==> src/rtl/sbus_pkg.sv <==
package sbus_pkg;

  localparam int CTRL_W = 18;

  typedef enum logic [1:0] {
    SEL_PC  = 2'd0,
    SEL_RS1 = 2'd1,
    SEL_RS2 = 2'd2,
    SEL_RD  = 2'd3
  } rsel_e;

  typedef enum logic [1:0] {
    IMM_I = 2'd0,
    IMM_J = 2'd1,
    IMM_B = 2'd2,
    IMM_S = 2'd3
  } imm_e;

  typedef enum logic [3:0] {
    ALU_ADD   = 4'd0,
    ALU_SUB   = 4'd1,
    ALU_AND   = 4'd2,
    ALU_OR    = 4'd3,
    ALU_XOR   = 4'd4,
    ALU_SLT   = 4'd5,
    ALU_SLTU  = 4'd6,
    ALU_EQ    = 4'd7,
    ALU_NE    = 4'd8,
    ALU_INC4  = 4'd9,
    ALU_DEC4  = 4'd10,
    ALU_PASSB = 4'd11,
    ALU_R12   = 4'd12,
    ALU_R13   = 4'd13,
    ALU_R14   = 4'd14,
    ALU_R15   = 4'd15
  } alu_op_e;

  // MSB first: bit 17 down to bit 0
  typedef struct packed {
    logic    mem_wr;   // 17
    alu_op_e alu_op;   // 16:13
    imm_e    imm_sel;  // 12:11
    logic    ir_ld;    // 10
    logic    ma_ld;    // 9
    logic    b_ld;     // 8
    logic    a_ld;     // 7
    rsel_e   reg_sel;  // 6:5
    logic    reg_wr;   // 4
    logic    mem_en;   // 3
    logic    alu_en;   // 2
    logic    reg_en;   // 1
    logic    imm_en;   // 0
  } ctrl_t;

endpackage

==> src/rtl/sbus_regfile.sv <==
module sbus_regfile #(
  parameter int XLEN = 32,
  parameter int NREG = 32,
  localparam int IDXW = $clog2(NREG)
) (
  input  logic            clk_i,
  input  logic            rst_i,
  input  logic            sel_pc_i,
  input  logic [IDXW-1:0] idx_i,
  input  logic            we_i,
  input  logic [XLEN-1:0] wdata_i,
  output logic [XLEN-1:0] rdata_o,
  output logic [XLEN-1:0] pc_o
);

  logic [XLEN-1:0] pc_q;
  logic [XLEN-1:0] rd_vec [NREG];

  always_ff @(posedge clk_i) begin
    if (rst_i)                 pc_q <= '0;
    else if (we_i && sel_pc_i) pc_q <= wdata_i;
  end

  assign rd_vec[0] = '0;

  for (genvar g = 1; g < NREG; g++) begin : g_slot
    logic [XLEN-1:0] q;
    logic            hit;
    assign hit = we_i && !sel_pc_i && (idx_i == IDXW'(g));
    always_ff @(posedge clk_i) begin
      if (rst_i)    q <= '0;
      else if (hit) q <= wdata_i;
    end
    assign rd_vec[g] = q;
  end

  assign rdata_o = sel_pc_i ? pc_q : rd_vec[idx_i];
  assign pc_o    = pc_q;

endmodule

==> src/rtl/sbus_immgen.sv <==
module sbus_immgen
  import sbus_pkg::*;
#(
  parameter int XLEN = 32
) (
  input  logic [31:0]     ir_i,
  input  imm_e            sel_i,
  output logic [XLEN-1:0] imm_o
);

  function automatic logic [31:0] pick_imm(input logic [31:0] ir, input imm_e s);
    logic [31:0] r;
    unique case (s)
      IMM_I: r = {{20{ir[31]}}, ir[31:20]};
      IMM_J: r = {{11{ir[31]}}, ir[31], ir[19:12], ir[20], ir[30:21], 1'b0};
      IMM_B: r = {{19{ir[31]}}, ir[31], ir[7], ir[30:25], ir[11:8], 1'b0};
      IMM_S: r = {{20{ir[31]}}, ir[31:25], ir[11:7]};
      default: r = '0;
    endcase
    return r;
  endfunction

  logic signed [31:0] imm32;

  assign imm32 = $signed(pick_imm(ir_i, sel_i));
  assign imm_o = XLEN'(imm32);

endmodule

==> src/rtl/sbus_alu.sv <==
module sbus_alu
  import sbus_pkg::*;
#(
  parameter int XLEN = 32
) (
  input  alu_op_e         op_i,
  input  logic [XLEN-1:0] a_i,
  input  logic [XLEN-1:0] b_i,
  output logic [XLEN-1:0] y_o,
  output logic            nz_o
);

  localparam logic [XLEN-1:0] FOUR = XLEN'(4);

  function automatic logic [XLEN-1:0] flag(input logic f);
    return XLEN'(f);
  endfunction

  function automatic logic [XLEN-1:0] alu_eval(input alu_op_e op,
                                               input logic [XLEN-1:0] a,
                                               input logic [XLEN-1:0] b);
    logic [XLEN-1:0] r;
    unique case (op)
      ALU_ADD:   r = a + b;
      ALU_SUB:   r = a - b;
      ALU_AND:   r = a & b;
      ALU_OR:    r = a | b;
      ALU_XOR:   r = a ^ b;
      ALU_SLT:   r = flag($signed(a) < $signed(b));
      ALU_SLTU:  r = flag(a < b);
      ALU_EQ:    r = flag(a == b);
      ALU_NE:    r = flag(a != b);
      ALU_INC4:  r = a + FOUR;
      ALU_DEC4:  r = a - FOUR;
      ALU_PASSB: r = b;
      default:   r = '0;
    endcase
    return r;
  endfunction

  assign y_o  = alu_eval(op_i, a_i, b_i);
  assign nz_o = |y_o;

endmodule

==> src/rtl/sbus_bus.sv <==
module sbus_bus #(
  parameter int XLEN = 32,
  parameter int NSRC = 4
) (
  input  logic [NSRC-1:0]           en_i,
  input  logic [NSRC-1:0][XLEN-1:0] src_i,
  output logic [XLEN-1:0]           bus_o,
  output logic                      conflict_o
);

  logic [NSRC-1:0][XLEN-1:0] gated;

  for (genvar k = 0; k < NSRC; k++) begin : g_drv
    assign gated[k] = en_i[k] ? src_i[k] : '0;
  end

  always_comb begin
    bus_o = '0;
    for (int k = 0; k < NSRC; k++) bus_o = bus_o | gated[k];
  end

  assign conflict_o = ($countones(en_i) > 1);

endmodule

==> src/rtl/sbus_datapath.sv <==
module sbus_datapath
  import sbus_pkg::*;
#(
  parameter int XLEN = 32,
  parameter int NREG = 32,
  localparam int IDXW = $clog2(NREG)
) (
  input  logic              clk_i,
  input  logic              rst_i,
  input  logic [CTRL_W-1:0] ctrl_i,
  input  logic [XLEN-1:0]   mem_rdata_i,
  input  logic              mem_busy_i,
  output logic [XLEN-1:0]   mem_addr_o,
  output logic [XLEN-1:0]   mem_wdata_o,
  output logic              mem_we_o,
  output logic              mem_re_o,
  output logic [6:0]        opcode_o,
  output logic              cond_o,
  output logic              bus_conflict_o
);

  ctrl_t c;
  assign c = ctrl_t'(ctrl_i);

  // named internal events
  logic              mem_stall_w;
  logic              commit_w;
  logic [XLEN-1:0]   bus_w;
  logic              conflict_w;
  logic [XLEN-1:0]   imm_w;
  logic [XLEN-1:0]   alu_y_w;
  logic              alu_nz_w;
  logic [XLEN-1:0]   rf_rdata_w;
  logic [XLEN-1:0]   pc_w;
  logic              rf_sel_pc_w;
  logic [IDXW-1:0]   rf_idx_w;
  logic [XLEN-1:0]   a_q, b_q, ma_q;
  logic [31:0]       ir_q;

  assign mem_stall_w = c.mem_en & mem_busy_i;
  assign commit_w    = ~mem_stall_w;

  // register-file index from instruction fields
  always_comb begin
    unique case (c.reg_sel)
      SEL_RS1: rf_idx_w = ir_q[15 +: IDXW];
      SEL_RS2: rf_idx_w = ir_q[20 +: IDXW];
      SEL_RD:  rf_idx_w = ir_q[7 +: IDXW];
      default: rf_idx_w = '0;
    endcase
  end
  assign rf_sel_pc_w = (c.reg_sel == SEL_PC);

  sbus_regfile #(.XLEN(XLEN), .NREG(NREG)) u_rf (
    .clk_i   (clk_i),
    .rst_i   (rst_i),
    .sel_pc_i(rf_sel_pc_w),
    .idx_i   (rf_idx_w),
    .we_i    (c.reg_wr & commit_w),
    .wdata_i (bus_w),
    .rdata_o (rf_rdata_w),
    .pc_o    (pc_w)
  );

  sbus_immgen #(.XLEN(XLEN)) u_imm (
    .ir_i (ir_q),
    .sel_i(c.imm_sel),
    .imm_o(imm_w)
  );

  sbus_alu #(.XLEN(XLEN)) u_alu (
    .op_i(c.alu_op),
    .a_i (a_q),
    .b_i (b_q),
    .y_o (alu_y_w),
    .nz_o(alu_nz_w)
  );

  sbus_bus #(.XLEN(XLEN), .NSRC(4)) u_bus (
    .en_i      ({c.mem_en, c.alu_en, c.reg_en, c.imm_en}),
    .src_i     ({mem_rdata_i, alu_y_w, rf_rdata_w, imm_w}),
    .bus_o     (bus_w),
    .conflict_o(conflict_w)
  );

  // bus-loaded latches
  always_ff @(posedge clk_i) begin
    if (rst_i) begin
      a_q  <= '0;
      b_q  <= '0;
      ma_q <= '0;
      ir_q <= '0;
    end else if (commit_w) begin
      if (c.a_ld)  a_q  <= bus_w;
      if (c.b_ld)  b_q  <= bus_w;
      if (c.ma_ld) ma_q <= bus_w;
      if (c.ir_ld) ir_q <= bus_w[31:0];
    end
  end

  assign mem_addr_o     = ma_q;
  assign mem_wdata_o    = bus_w;
  assign mem_we_o       = c.mem_wr;
  assign mem_re_o       = c.mem_en;
  assign opcode_o       = ir_q[6:0];
  assign cond_o         = alu_nz_w;
  assign bus_conflict_o = conflict_w;

endmodule

==> config.mk <==
export PLATFORM = sky130hd
export DESIGN_NAME = sbus_datapath
export DESIGN_NICKNAME = d
export VERILOG_FILES = /design/src/rtl/sbus_pkg.sv /design/src/rtl/sbus_regfile.sv /design/src/rtl/sbus_immgen.sv /design/src/rtl/sbus_alu.sv /design/src/rtl/sbus_bus.sv /design/src/rtl/sbus_datapath.sv
export SDC_FILE = /design/constraint.sdc
export NUM_CORES = 2
export LEC_CHECK = 0
export CAP_MARGIN = 20
export CORE_AREA = 2 2 403 405
export DETAILED_ROUTE_END_ITERATION = 10
export DIE_AREA = 0 0 405 407
export PLACE_DENSITY_LB_ADDON = 0.25
export RECOVER_POWER = 50
export SYNTH_ARGS = -nofsm -noshare
export SYNTH_HDL_FRONTEND = slang
export SYNTH_SLANG_ARGS = --single-unit
==> constraint.sdc <==
create_clock -name clk_i -period 9.1 [get_ports clk_i]
set_input_delay 1.365 -clock clk_i [delete_from_list [all_inputs] [get_ports clk_i]]
set_output_delay 1.365 -clock clk_i [all_outputs]
set_load 0.1 [all_outputs]
## Word-level counts from Yosys, hierarchy flattened

Index checks and enable logic that the tools add are counted.

| word-level totals | value |
|---|---|
| register bits after elaboration | 1152 |
| input port bits | 53 |
| output and inout bits | 75 |
| logic and storage cells | 160 |

| cells by class | value |
|---|---|
| $add $sub $neg | 7 |
| order comparisons | 4 |
| eq/ne operators | 50 |
| multiplexer cells | 11 |
| bitwise logic cells | 10 |
| reduce and logical (&&, ||, !) cells | 42 |

Operator list:

| kind | count |
|---|---|
| $pmux 32 s12 | 1 |
| $mux 32 | 7 |
| $bmux 32 s5 | 1 |
| $or 32x32->32 | 4 |
| $pmux 32 s4 | 1 |
| $eq 5x5->1 const B | 16 |
| $add 32x32->32 | 2 |
| $lt 32x32->1 | 2 |
| $eq 5x4->1 const B | 8 |
| $logic_and 1x1->1 | 33 |
| $add 32x3->32 const B | 1 |
| $and 32x32->32 | 1 |
| $eq 32x32->1 | 1 |
| $gt 32x2->1 const B | 1 |
| $ne 32x32->1 | 1 |
| $reduce_or 32->1 | 1 |
| $sub 32x3->32 const B | 1 |
| $sub 32x32->32 | 1 |
| $xor 32x32->32 | 1 |
| $eq 5x3->1 const B | 4 |
| $eq 4x3->1 const B | 4 |
| $eq 4x4->1 const B | 4 |
| $pmux 5 s3 | 1 |
| $eq 5x2->1 const B | 2 |
| other kinds (14) | 25 |

## Logic depth before layout (Yosys ltp)

| logic depth | value |
|---|---|
| depth after elaboration | 11 |
| depth in mapped cells | 21 |
| mapped depth without buffers | 15 |

## Modules after synthesis

A second synthesis with hierarchy kept.

| second synthesis, totals | value |
|---|---|
| cells, all modules | 7233 |
| area total of the unflattened synthesis | 57601.5 µm² |

Modules (own cells, without submodules):

| module | instances | cells each | area each (µm²) | sequential area each (µm²) |
|---|---|---|---|---|
| sbus_regfile | 1 | 5459 | 43748.2 | 20499.7 |
| sbus_alu | 1 | 1145 | 7375.8 | 0.0 |
| sbus_datapath | 1 | 476 | 5348.9 | 2562.5 |
| sbus_bus | 1 | 113 | 737.0 | 0.0 |
| sbus_immgen | 1 | 40 | 391.6 | 0.0 |

## Worst setup path after synthesis

Ideal clock, no wire load.

| path | value |
|---|---|
| path kind | input to output |
| start | input ctrl_i[15] |
| end | output cond_o |
| arrival | 6.107 ns |
| required time | 7.735 ns |
| slack | 1.628 ns |
| stages on the path | 20 |
| buffers on the path | 5 |
| cell sequence | buf_2 nand4bb_1 inv_2 buf_4 buf_2 buf_2 buf_2 xnor2_1 ha_1 nor3_1 nand3_1 o2bb2a_1 xnor2_1 o21ai_0 a311o_1 or4_1 or4_1 nor4_2 nand4bb_1 or4_1 |

| on the way | value |
|---|---|
| word-level cells in the longest chain between the ends | 3 |
| elaborated cells between the ends (all ways) | 14 |
| those cells by class | 11 x eq/ne; 1 x mux; 2 x reduce/logical |

Ends and longest elaborated chain:

| element | RTL line | text |
|---|---|---|
| start, declared | sbus_datapath.sv:10 | `input logic [CTRL_W-1:0] ctrl_i,` |
| $eq 4x4->1 (tied with other cells) | sbus_alu.sv:23 | `unique case (op)` |
| $pmux 32 s12 (*) | sbus_alu.sv:23 |  |
| $reduce_or 32->1 (*) | sbus_alu.sv:42 | `assign nz_o = \|y_o;` |
| end, declared | sbus_datapath.sv:18 | `output logic cond_o,` |

Every way passes the cells marked *; elsewhere a longest branch is shown, timed or not.

## Worst setup path after layout

| path | value |
|---|---|
| start | input ctrl_i[5] |
| end | output mem_wdata_o[13] |

| on the way | value |
|---|---|
| word-level cells in the longest chain between the ends | 11 |
| elaborated cells between the ends (all ways) | 14 |
| those cells by class | 3 x eq/ne; 6 x mux; 4 x bitwise; 1 x reduce/logical |

Ends and longest elaborated chain:

| element | RTL line | text |
|---|---|---|
| $eq 2x2->1 or $eq 2x1->1 (tied branches) | sbus_datapath.sv:45 | `unique case (c.reg_sel)` |
| $pmux 5 s3 | sbus_datapath.sv:45 |  |
| $not 5->6 (not written as such) | sbus_regfile.sv:37 | `assign rdata_o = sel_pc_i ? pc_q : rd_vec[idx_i];` |
| $bmux 32 s5 | sbus_regfile.sv:37 |  |
| $mux 32 (not written as such) (2 in series) | sbus_regfile.sv:37 |  |
| $mux 32 (*) | sbus_regfile.sv:37 |  |
| $mux 32 (*) | sbus_bus.sv:14 | `assign gated[k] = en_i[k] ? src_i[k] : '0;` |
| $or 32x32->32 (*) (3 in series) | sbus_bus.sv:19 | `for (int k = 0; k < NSRC; k++) bus_o = bus_o \| gated[k];` |
| end, declared | sbus_datapath.sv:14 | `output logic [XLEN-1:0] mem_wdata_o,` |

Every way passes the cells marked *; elsewhere a longest branch is shown, timed or not. The select of a mux whose other input is x is not followed.

==> out/metrics.csv <==
stage,metric,value,unit
run_status,result_of_the_run,"complete, but fails checks",
run_status,failed_checks,"capacitance limit, slew limit",
critical_path,critical_path.max_stage_delay,1.86,ns
pwr,power.static_leakage,20.2,nW
placed_design,post-dp-hpwl,149000,um
cts,clkTransAtPathRegs,0.06,ns
timing,final_period_minus_worst_setup_slack,8.86,ns
critical_path,critPathCaptureType,output pin,
hold_path,holdCritPathClass,reg2reg,
critical_path,cp.arrival,7.49,ns
floorplanning,starting_density,0.349,
timing,grt_setup_unrepaired,no,
pwr,cellPowerDensity,217,nW/um^2
layout,final_nets,7123,
floorplanning,dieWidth,405,um
global_routing,grt_max_degree,194,
detailed_routing,first_pass_iters,6,
synthesis,yosys_warnings,0,
global_routing,globalRouteOverflowTotal,0,
synthesis,synth_top_area_cell,sky130_fd_sc_hd__dfxtp_1,
synthesis,synth_async_sr_flop_share,0,
synthesis,seq_area_frac_synth,0.412,
detailed_routing,count_of_unresolved_drc_violations_after_routing,0,
timing,clock.fmax,0.113,GHz
cts,cts_resized,0,
pwr,max-vdd-ir-drop,0.149,mV
synthesis,netlist.area_leader.share,0.412,
synthesis,ys_ff_latch,1152,
critical_path,critPathTopFamily,compound AO/OA/AOI/OAI gates,
cts,cts.sinks,1152,
critical_path,worstSetupPathDepth,13,
timing,layout_worst_path_cycle_share,0.974,
floorplanning,boundaryPins,128,
timing,timing.final.max_slew_violations,924,
global_routing,groute.layer.met1.usage,0.390,
detailed_routing,route.detailed.vias_per_inst,5.87,
synthesis,synthDistinctLibCells,89,
global_routing,grt_pass1_wl,343000,um
critical_path,worst-endpoint-required,7.74,ns
detailed_routing,post_detailed_routing_wire_length,235000,um
critical_path,r2r_cells,13,
timing,finClkSkew,0.0390,ns
critical_path,worstSetupPathType,in2out,
synthesis,synth.net_count,7449,
timing,timing_hold_violations_final,0,
cts,worst_skew_pair.late_latency,0.80,ns
global_routing,use_met3,0.0459,
cts,cts_setup_buffers,0,
global_routing,grt_antenna_before_repair,10,
cts,tritoncts_clock_tree,yes,
floorplanning,design.core.area,160000,sq um
detailed_routing,vias,54200,
synthesis,synthesis.instances,7286,
timing,whs,0.480,ns
synthesis,synth-edff-count,0,
layout,area_growth,13.5,%
synthesis,yosys-top-cells-count,"1,307 x sky130_fd_sc_hd__nor2_1, 1,165 x sky130_fd_sc_hd__a211oi_1, 1,152 x sky130_fd_sc_hd__dfxtp_1",
synthesis,synth.most_common_cell,sky130_fd_sc_hd__nor2_1,
critical_path,worstPathMaxFanout,27,
critical_path,critical_path_buf_inv_count,5,
detailed_routing,drtAntennaViolNets,0,
synthesis,ys_top_cells_by_area,"sky130_fd_sc_hd__dfxtp_1 41%, sky130_fd_sc_hd__a211oi_1 16%, sky130_fd_sc_hd__nor2_1 8.8%, sky130_fd_sc_hd__nand2_1 6.7%, sky130_fd_sc_hd__clkbuf_1 4.2%",
job,timing.max_cap.violations,29,
global_routing,gr_layer_usage_met2,0.430,
critical_path,critPathLaunchType,input pin,
layout,drive_gt1_frac,0.0718,
cts,cts-root-buf,sky130_fd_sc_hd__clkbuf_16,
cts,ctsHtreeMaxLevel,4,
synthesis,synth.cell_area,56000,sq um
pwr,post-layout-total-power,13.8,mW
global_routing,grt_pass1_vias,49000,
timing,final-setup-viol-count,0,
synthesis,synth_area_per_cell,7.68,sq um
timing,max_slew.worst_pin.slew,3.32,ns
hold_path,whs_path_cells,2,
timing,worst_case_headroom_to_the_max_slew_limit,-1.22,
critical_path,path_cells,dlygate4sd3_1 -> buf_4 -> nor2b_1 -> a22o_4 -> buf_4 -> nand3_1 -> a311oi_1 -> nor3_1 -> a311oi_1 -> nor2_1 -> a221oi_1 -> inv_1 -> buf_4,
critical_path,crit_top_cell,sky130_fd_sc_hd__buf_4,
placed_design,finalWeightedCongestion,0.981,
placed_design,number_of_i_o_port_buffers,125,
cts,cts-root-to-sink-buffers,3,
timing,final.setup.tns,0,ns
synthesis,ys_dominant_reg_cell,sky130_fd_sc_hd__dfxtp_1,
cts,post_cts_hold_buffer_count,0,
floorplanning,die_h,407,um
critical_path,critPathSlowestCell,sky130_fd_sc_hd__a221oi_1,
floorplanning,num_rows,147,
floorplanning,fp.dieArea,165000,sq um
detailed_routing,drt_iter0_markers,6756,
global_routing,grt_use_total,0.277,
global_routing,busiest_layer,met2,
cts,cts_buffers,134,
detailed_routing,wl_per_cell,25.5,um
[cell usage in the layout, fill, tap and decap left out, types with 129 or more instances in the layout]
cell type / count
sky130_fd_sc_hd__buf_4: 152
sky130_fd_sc_hd__inv_1: 138
sky130_fd_sc_hd__a21oi_1: 207
sky130_fd_sc_hd__nand2_1: 1001
sky130_fd_sc_hd__nand3_1: 463
sky130_fd_sc_hd__a211oi_1: 1166
sky130_fd_sc_hd__nor2_1: 1281
sky130_fd_sc_hd__clkbuf_16: 137
sky130_fd_sc_hd__dfxtp_1: 1152
sky130_fd_sc_hd__o21ai_0: 129
[layout make-up]
class | count | area (sq um)
Antenna cell | 5 | 12.5
Clock inverter | 47 | 651
Inverter | 143 | 537
Timing Repair Buffer | 314 | 2950
Sequential cell | 1152 | 23100
Multi-Input combinational cell | 5215 | 29800
Tap cell | 2160 | 2700
Clock buffer | 189 | 3850
Fill cell | 16400 | 96700
[tightest hold or removal path, delay by kind of cell (launching register included)]
family	cells	cell delay, ns
AOI/OAI and AO/OA	2	0.12
DFF	1	0.31
[worst paths after layout]
check                             from                                  to  slack [ns]
max                          ctrl_i[5]                     mem_wdata_o[13]        0.24
min          u_rf.pc_o[4]$_SDFFE_PP0P_           u_rf.pc_o[4]$_SDFFE_PP0P_        0.48
max reg2reg        a_q[4]$_SDFFE_PP0P_  u_rf.g_slot[14].q[31]$_SDFFE_PP0P_        1.54
min reg2reg  u_rf.pc_o[4]$_SDFFE_PP0P_           u_rf.pc_o[4]$_SDFFE_PP0P_        0.48
[through the flow]
step	utilization	instances	instance area [sq um]	setup WS [ns]
final	0.397	9225	63500	0.241
after global routing	0.396	9220	63500	0.251
after detailed placement	0.370	8982	59200	0.875
after floorplan	-	7286	56000	1.63
after global placement	0.370	8981	59200	0.959
after CTS	0.398	9218	63700	0.862
[state kept, by name, summed over array words and instances (netlist names)]
register and flops:
a_q 32, b_q 32, ir_q 32, mem_addr_o 32, u_rf.g_slot.q 992, u_rf.pc_o 32
[logic make-up (layout without fill, tap and decap cells)]
| family | after synthesis | in the layout | share of synthesized area |
|---|---|---|---|
| DFF | 1152 | 1152 | 0.412 |
| xor gates and xnor gates | 47 | 47 | 0.00735 |
| AOI/OAI and AO/OA | 1975 | 1975 | 0.256 |
| buffers and inverters | 919 | 693 | 0.0641 |
| and+or+nand+nor | 3047 | 3047 | 0.228 |
| muxes | 36 | 36 | 0.00840 |
| adders and majority gates | 110 | 110 | 0.0250 |
| other | 0 | 5 | 0 |
[where the power goes]
group          internal, mW  switching, mW  leakage [nW]
Clock                  3.26           2.28          2.21
Sequential             5.15          0.100          9.32
Combinational         0.694           2.28          8.64
Total                  9.10           4.66          20.2
[routing by layer]
| metal | part of all wire | wire [um] |
|---|---|---|
| met1 | 0.44 | 104000 |
| met2 | 0.44 | 104000 |
| met3 | 0.084 | 19800 |
| met4 | 0.031 | 7230 |
| met5 | 0.00031 | 74 |
Note: power is estimated with default switching activity, not from simulation.
